## src/rtl/errcap_pkg.sv

```systemverilog
package errcap_pkg;
    localparam int KIND_W      = 2;
    localparam int SEG_W       = 5;
    localparam int ARB_W       = 5;
    localparam int CODE_W      = KIND_W + 1 + SEG_W;
    localparam int ST_ARB_LSB  = 8;
    localparam int ST_CODE_LSB = 16;
    localparam int CNT_RX_LSB  = 16;
    localparam int WORD_W      = 32;

    typedef enum logic [KIND_W-1:0] {
        KIND_BIT   = 2'd0,
        KIND_FORM  = 2'd1,
        KIND_STUFF = 2'd2,
        KIND_OTHER = 2'd3
    } err_kind_e;

    // frame position codes as delivered by the protocol engine
    typedef enum logic [SEG_W-1:0] {
        SEG_ID_HI      = 5'h02,
        SEG_SOF        = 5'h03,
        SEG_SUBST_RTR  = 5'h04,
        SEG_ID_EXT     = 5'h05,
        SEG_ID_MID     = 5'h06,
        SEG_ID_EXT_HI  = 5'h07,
        SEG_CRC        = 5'h08,
        SEG_RSV0       = 5'h09,
        SEG_DATA       = 5'h0A,
        SEG_LEN        = 5'h0B,
        SEG_RTR        = 5'h0C,
        SEG_RSV1       = 5'h0D,
        SEG_ID_EXT_LO  = 5'h0E,
        SEG_ID_EXT_MID = 5'h0F,
        SEG_ACT_FLAG   = 5'h11,
        SEG_IFS        = 5'h12,
        SEG_TOL_DOM    = 5'h13,
        SEG_PAS_FLAG   = 5'h16,
        SEG_ERR_DELIM  = 5'h17,
        SEG_CRC_DELIM  = 5'h18,
        SEG_ACK        = 5'h19,
        SEG_EOF        = 5'h1A,
        SEG_ACK_DELIM  = 5'h1B,
        SEG_OVERLOAD   = 5'h1C
    } seg_code_e;
endpackage

```

## src/rtl/errcap_hold.sv

```systemverilog
module errcap_hold #(
    parameter int W = 8
) (
    input  logic         clk,
    input  logic         rst_n,
    input  logic         cap_i,
    input  logic [W-1:0] data_i,
    input  logic         rel_i,
    input  logic         clr_i,
    output logic [W-1:0] data_o,
    output logic         held_o,
    output logic         evt_o
);
    typedef struct packed {
        logic [W-1:0] data;
        logic         held;
        logic         evt;
    } hold_s;

    hold_s st_d, st_q;
    logic  take;

    always_comb begin
        st_d = st_q;
        take = cap_i && (!st_q.held || rel_i);
        if (clr_i) begin
            st_d.data = '0;
            st_d.held = 1'b0;
            st_d.evt  = 1'b0;
        end else begin
            st_d.evt = take;
            if (take) begin
                st_d.data = data_i;
                st_d.held = 1'b1;
            end else if (rel_i) begin
                st_d.held = 1'b0;
            end
        end
    end

    always_ff @(posedge clk or negedge rst_n) begin
        if (!rst_n) st_q <= '0;
        else        st_q <= st_d;
    end

    assign data_o = st_q.data;
    assign held_o = st_q.held;
    assign evt_o  = st_q.evt;
endmodule

```

## src/rtl/errcap_counter.sv

```systemverilog
module errcap_counter #(
    parameter int CNT_W    = 8,
    parameter int BIG_STEP = 8
) (
    input  logic             clk,
    input  logic             rst_n,
    input  logic             inc_i,
    input  logic             big_i,
    input  logic             dec_i,
    input  logic             clr_i,
    output logic [CNT_W-1:0] cnt_o
);
    localparam logic [CNT_W:0] MAX_V  = {1'b0, {CNT_W{1'b1}}};
    localparam logic [CNT_W:0] STEP_B = (CNT_W+1)'(BIG_STEP);
    localparam logic [CNT_W:0] STEP_S = (CNT_W+1)'(1);

    typedef struct packed {
        logic [CNT_W-1:0] cnt;
    } cnt_s;

    cnt_s           st_d, st_q;
    logic [CNT_W:0] sum;

    always_comb begin
        st_d = st_q;
        sum  = {1'b0, st_q.cnt} + (big_i ? STEP_B : STEP_S);
        if (clr_i) begin
            st_d.cnt = '0;
        end else if (inc_i) begin
            st_d.cnt = (sum > MAX_V) ? MAX_V[CNT_W-1:0] : sum[CNT_W-1:0];
        end else if (dec_i && (st_q.cnt != '0)) begin
            st_d.cnt = st_q.cnt - 1'b1;
        end
    end

    always_ff @(posedge clk or negedge rst_n) begin
        if (!rst_n) st_q <= '0;
        else        st_q <= st_d;
    end

    assign cnt_o = st_q.cnt;
endmodule

```

## src/rtl/can_err_capture.sv

```systemverilog
module can_err_capture
    import errcap_pkg::*;
#(
    parameter int CNT_W    = 8,
    parameter int BIG_STEP = 8
) (
    input  logic        clk,
    input  logic        rst_n,
    input  logic        berr_valid,
    input  logic [1:0]  berr_kind,
    input  logic        berr_rx,
    input  logic [4:0]  berr_seg,
    input  logic        arb_valid,
    input  logic [4:0]  arb_bit,
    input  logic        status_rd,
    input  logic        tx_inc,
    input  logic        tx_dec,
    input  logic        rx_inc,
    input  logic        rx_dec,
    input  logic        inc_big,
    input  logic        cnt_wr,
    input  logic [31:0] cnt_wdata,
    output logic [31:0] status_word,
    output logic [31:0] err_count,
    output logic        berr_evt,
    output logic        arb_evt
);
    localparam int NCNT = 2;

    logic              clear;
    logic [CODE_W-1:0] code_in, code_q;
    logic [ARB_W-1:0]  arb_q;
    logic              err_held, arb_held;
    logic [NCNT-1:0]   c_inc, c_dec;
    logic [CNT_W-1:0]  c_val [NCNT];

    assign clear   = cnt_wr && (cnt_wdata == '0);
    assign code_in = {berr_kind, berr_rx, berr_seg};
    assign c_inc   = {rx_inc, tx_inc};
    assign c_dec   = {rx_dec, tx_dec};

    errcap_hold #(.W(CODE_W)) u_err_hold (
        .clk    (clk),
        .rst_n  (rst_n),
        .cap_i  (berr_valid),
        .data_i (code_in),
        .rel_i  (status_rd),
        .clr_i  (clear),
        .data_o (code_q),
        .held_o (err_held),
        .evt_o  (berr_evt)
    );

    errcap_hold #(.W(ARB_W)) u_arb_hold (
        .clk    (clk),
        .rst_n  (rst_n),
        .cap_i  (arb_valid),
        .data_i (arb_bit),
        .rel_i  (status_rd),
        .clr_i  (1'b0),
        .data_o (arb_q),
        .held_o (arb_held),
        .evt_o  (arb_evt)
    );

    // index 0 is the transmit counter, index 1 the receive counter
    for (genvar g = 0; g < NCNT; g++) begin : g_cnt
        errcap_counter #(.CNT_W(CNT_W), .BIG_STEP(BIG_STEP)) u_cnt (
            .clk   (clk),
            .rst_n (rst_n),
            .inc_i (c_inc[g]),
            .big_i (inc_big),
            .dec_i (c_dec[g]),
            .clr_i (clear),
            .cnt_o (c_val[g])
        );
    end

    always_comb begin
        status_word = '0;
        status_word[ST_CODE_LSB +: CODE_W] = code_q;
        status_word[ST_ARB_LSB  +: ARB_W]  = arb_q;
        err_count = '0;
        err_count[0          +: CNT_W] = c_val[0];
        err_count[CNT_RX_LSB +: CNT_W] = c_val[1];
    end
endmodule

```

## config.mk

```make
export PLATFORM = sky130hd
export DESIGN_NAME = can_err_capture
export DESIGN_NICKNAME = d
export VERILOG_FILES = /design/src/rtl/errcap_pkg.sv /design/src/rtl/errcap_hold.sv /design/src/rtl/errcap_counter.sv /design/src/rtl/can_err_capture.sv
export SDC_FILE = /design/constraint.sdc
export NUM_CORES = 1
export LEC_CHECK = 0
export BUFFER_PORTS_ARGS = -buffer_cell sky130_fd_sc_hd__buf_2
export CORE_MARGIN = 2
export CORE_UTILIZATION = 48
export CTS_BUF_LIST = sky130_fd_sc_hd__clkbuf_2 sky130_fd_sc_hd__clkbuf_4 sky130_fd_sc_hd__clkbuf_8
export DETAILED_ROUTE_END_ITERATION = 8
export GPL_ROUTABILITY_DRIVEN = 1
export GPL_TIMING_DRIVEN = 0
export PLACE_DENSITY = 0.79
export SYNTH_ARGS = -nofsm -noshare
export SYNTH_HDL_FRONTEND = slang
export SYNTH_SLANG_ARGS = --single-unit
```

## constraint.sdc

```tcl
create_clock -name clk -period 2.25 [get_ports clk]
set_input_delay 0.1125 -clock clk [delete_from_list [all_inputs] [get_ports clk]]
set_output_delay 0.1125 -clock clk [all_outputs]
set_load 0.01 [all_outputs]
```

# == Word-level counts from Yosys, hierarchy flattened ==
# Cells that the tools add are included.
# classes
shifts,0
n_addsub,4
n_eq_ne,0
n_reduce_logical,17
mux,14
order_cmp,2
bitwise_logic,0
mul,0
div,0
# op_table
op,n
8-bit two-way mux,9
32-bit zero test,1
8-bit by 9-bit adder with 9-bit output,2
9-bit by 8-bit greater-than comparator with 1-bit output (second input constant),2
8-bit nonzero test,2
8-bit by 1-bit subtractor with 8-bit output (second input constant),2
10-bit two-way mux,1
3-bit nonzero test,3
1-bit logical AND,5
4-bit two-way mux,1
2-bit nonzero test,2
1-bit two-way mux,3
1-bit zero test,2
1-bit logical OR,2
# totals
latchBits,0
regBits,33
mem_count,0
romBits,0
mem_bits_rw,0

# == Depth between registers and ports, before layout ==
# logic_depth
depth_word,6
mapped_depth,7

# == Hierarchy ==
# A second synthesis with hierarchy kept.
# unflattened
cells_unflattened,297
area_unflattened_um2,2653.8
# by_module_without_submodules
mod,n_inst,cells_per_inst,area_each_um2
errcap_counter,2,88,725.7
errcap_hold (u_err_hold),1,44,510.5
can_err_capture,1,48,370.4
errcap_hold (u_arb_hold),1,29,321.6

# == Worst setup path after synthesis ==
# No wires, ideal clock.
# synth_path
kind,register -> register
from,"register g_cnt[1].u_cnt.st_q, in the netlist g_cnt[1].u_cnt.cnt_o[0]"
to,"register g_cnt[1].u_cnt.st_q, in the netlist g_cnt[1].u_cnt.cnt_o[6]"
arrival_time_ns,1.687
path_buffers,0
slack_ns,0.441
path_stages_with_launch,7
setup_time_ns,0.122
path_cell_list,dfrtp_1 -> ha_1 -> ha_1 -> a31oi_1 -> or3_1 -> a211oi_1 -> a2111oi_1
# synth_via
elab_chain_cells,5
elab_cells_between_ends,10
classes_between,2 x add/sub; 1 x order compare; 4 x mux; 3 x reduce/logical
# synth_lines
element,line,text
from (decl),errcap_counter.sv:21,"cnt_s st_d, st_q;"
from (signal assigned),errcap_counter.sv:38,else st_q <= st_d;
8-bit by 9-bit adder with 9-bit output,errcap_counter.sv:26,"sum = {1'b0, st_q.cnt} + (big_i ? STEP_B : STEP_S);"
9-bit by 8-bit greater-than comparator with 1-bit output,errcap_counter.sv:30,st_d.cnt = (sum > MAX_V) ? MAX_V[CNT_W-1:0] : sum[CNT_W-1:0];
8-bit two-way mux,errcap_counter.sv:30,
8-bit two-way mux,errcap_counter.sv:29,end else if (inc_i) begin
8-bit two-way mux,errcap_counter.sv:27,if (clr_i) begin
# Parallel ways exist; a longest one is shown, timed or not. The select of a mux whose other input is x is not followed.
# A chain may end at the register's enable or synchronous reset.

# == Worst setup path in the final report ==
# Ends and elaborated chain as after synthesis.

==> metrics.txt <==
post-synth cell types=58; Max Slew Vio Count=0; Avg Vias per Cell=~5.1; antenna violations before repair=0; starting density of the core=0.4911; utilization after layout=0.6363; Worst Path Arrival=roughly 2.3 ns; Synth async-reset ratio=1.000; dpl cells=463; Post-synth EDFFs=0; iteration-0 DRC count of the detailed router=120; row cnt=26; min-delay worst type=in2reg; final instance area=~0.0032 sq mm; Detail Placement HPWL=4625 um; Layout Skew=between 0.008 and 0.009 ns; io pins=roughly 120; Routed Antenna Nets=0; synthesized cell area=between 0.002 and 0.0025 sq mm; max cap viols=0; H-tree levels=2; GRT met2 Usage=0.3705; maximum VDD drop=0.0003536 V; area share of the largest cell type after synthesis=0.3313; met1 global-route usage=0.2606; total track usage=0.2107; Fill cells=between 400 and 500; routed wire length=5972 um; CTS Root Cell=clkbuf_8; Layout area overhead=29.57%; Core Area=slightly above 0.005 sq mm; Fmax=roughly 0.48 GHz; ys flop type=dfrtp_1; leakage=roughly 1.6 nW; Final Net Count=469; Post-Place Cell Area=around 0.0031 sq mm; sequential share of the synthesized area=0.3313; non-filler instance count after layout=~470; worst skew pair latency=about 0.30 ns; fraction of layout cells with a size suffix above 1=0.3731; Num CTS Buffers=5; global-route wire length before repair=between 9000 and 10000 um; synth cell count leaders=buf_4 (36), dfrtp_1 (33), nor2_1 (31); Die Y=76.06 um; Die ar.=approximately 0.0058 sq mm; clock buffer depth=2; RSZ-0062 raised after global routing=no; Pre-antenna DRT Iters=4; vias in the first global route=2163; GP Congestion=between 0.8 and 0.9; Ys Warns=0; # DRC=0; mean area per synthesized cell=roughly 9 sq um; Crit path required time=2.42 ns; Tcrit/Tclk final=0.9235; pin count of the biggest net entering global routing=34; # Post-CTS Setup Buffers=0; crit path max fanout=8; endpoints failing setup=0; count leader, synth=buf_4; post-layout min period=2.078 ns; final hold violation count=0; Clock transition at path regs=approximately 0.070 ns; Final TNS setup=0 ns; Sink Count=33; Die W=76.06 um; status=complete, no violations; met3 Track Usage GR=0.03910; #FFs+latches synth=33; grt ovf=0; CP Launch Type=flop; port bufs=85; Most Crowded Layer GR=met2; Synth area leader=dfrtp_1; Slew HR=0.5082; PwrDens=~900 mW/mm^2; Syn Inst Count=274; CTS tree=yes; vias=around 2400; diode count=0; worst slew pin tran=~0.74 ns; Synth area leaders=dfrtp_1 (33%), buf_4 (11%), ha_1 (6.0%), nor2_1 (4.7%), mux2i_1 (4.4%); crit end category=flop; critical path type=reg2reg; Final Power=approximately 2.8 mW; Routed WL per cell=12.65 um
## registers in the layout, indices dropped and copies added, names as in the netlist
name               cells
g_cnt.u_cnt.cnt_o     16
u_err_hold.held_o      1
u_arb_hold.held_o      1
u_arb_hold.data_o      5
u_err_hold.evt_o       1
u_err_hold.data_o      8
u_arb_hold.evt_o       1
## routing by layer
layer | vias up | part of all wire
li1 | 1185 | -
met1 | 1089 | 0.41
met2 | 109 | 0.51
met3 | 8 | 0.068
met4 | 0 | 0.014
met5 | - | 0
## kinds of logic (layout without fill, tap and decap cells)
family / count (synthesis) / in the layout / share of synthesized area
simple gates: 99 / 99 / 0.2299
compound gates: 47 / 47 / 0.1396
buf+inv: 61 / 155 / 0.1521
flops: 33 / 33 / 0.3313
mux: 17 / 17 / 0.07128
other cells: 1 / 35 / 0.001505
xor+xnor: 4 / 4 / 0.01406
fa+ha+maj: 12 / 12 / 0.06024
## metrics by stage
step / hold WS [ns] / worst slack (ns)
after floorplan: -0.1831 / 0.4410
after global placement: 0.2041 / 0.2855
after detailed placement: 0.2142 / 0.1935
after CTS: 0.03354 / 0.1958
after global routing: 0.05425 / 0.1129
final: 0.03342 / 0.1721
## critical path, stage by stage (launching register included)
cell,delay [ns]
dfrtp_1,0.47
ha_1,0.22
ha_1,0.21
a31oi_1,0.41
or3_1,0.18
a211oi_1,0.07
a2111oi_1,0.39
## report_power, final
| part | internal [mW] | switching [mW] |
|---|---|---|
| clock network | 0.213 | 0.243 |
| logic | 0.630 | 0.773 |
| registers | 0.761 | 0.216 |
| total | 1.60 | 1.23 |
## final cells by class
cell class	count	area (sq um)	share of cell area
plain buffers	48	330.3	0.1023
clock inverters	3	17.52	0.005424
repair buffers	86	435.4	0.1348
flip-flops and latches	33	825.8	0.2557
clock buffers	5	68.82	0.02131
inverters	13	48.80	0.01511
multi-input cells	214	1415	0.4382
well taps	70	87.58	0.02712
## placed cells by master (no fill, tap or decap), types with 2 or more instances in the layout
cell type,netlist,routed
conb_1,1,35
nand2_1,9,9
nand2b_1,2,2
a21oi_1,8,8
nand3_1,10,10
a211oi_1,9,9
ha_1,12,12
nor4b_4,2,2
a21o_1,2,2
mux2_2,5,5
nand4_1,7,7
inv_1,13,13
nor3_1,9,9
o21ai_0,2,2
clkbuf_1,4,4
nor4b_1,2,2
a311oi_1,3,3
dfrtp_1,33,33
nor2_1,31,31
nor4_1,10,10
xnor2_1,3,3
a31oi_1,2,2
buf_2,6,91
o211ai_1,2,2
or3_1,4,4
nor3_2,2,2
buf_4,36,36
o21ai_1,3,3
clkbuf_8,0,5
clkinv_2,0,2
mux2i_1,11,11
and4_1,2,2
or4_1,2,2
## worst paths after layout
kind | start | end | slack [ns] | depth (start not counted)
min in group asynchronous | rst_n | u_err_hold.data_o[1] | 0.41 | 2
min | arb_valid | u_arb_hold.held_o | 0.03 | 2
max in group asynchronous | rst_n | g_cnt[0].u_cnt.cnt_o[0] | 1.37 | 2
max | g_cnt[1].u_cnt.cnt_o[0] | g_cnt[1].u_cnt.cnt_o[6] | 0.17 | 6
min reg2reg | u_arb_hold.data_o[1] | u_arb_hold.data_o[1] | 0.50 | 1
max reg2reg | g_cnt[1].u_cnt.cnt_o[0] | g_cnt[1].u_cnt.cnt_o[6] | 0.17 | 6
## timing repair
| action | CTS | global route |
|---|---|---|
| resized for setup | 0 | 0 |
| hold buffers | 1 | 0 |
| endpoints found under the hold margin | 33 | 0 |
| setup endpoints to repair | 0 | 0 |
Power figures use the tool's default switching activity.
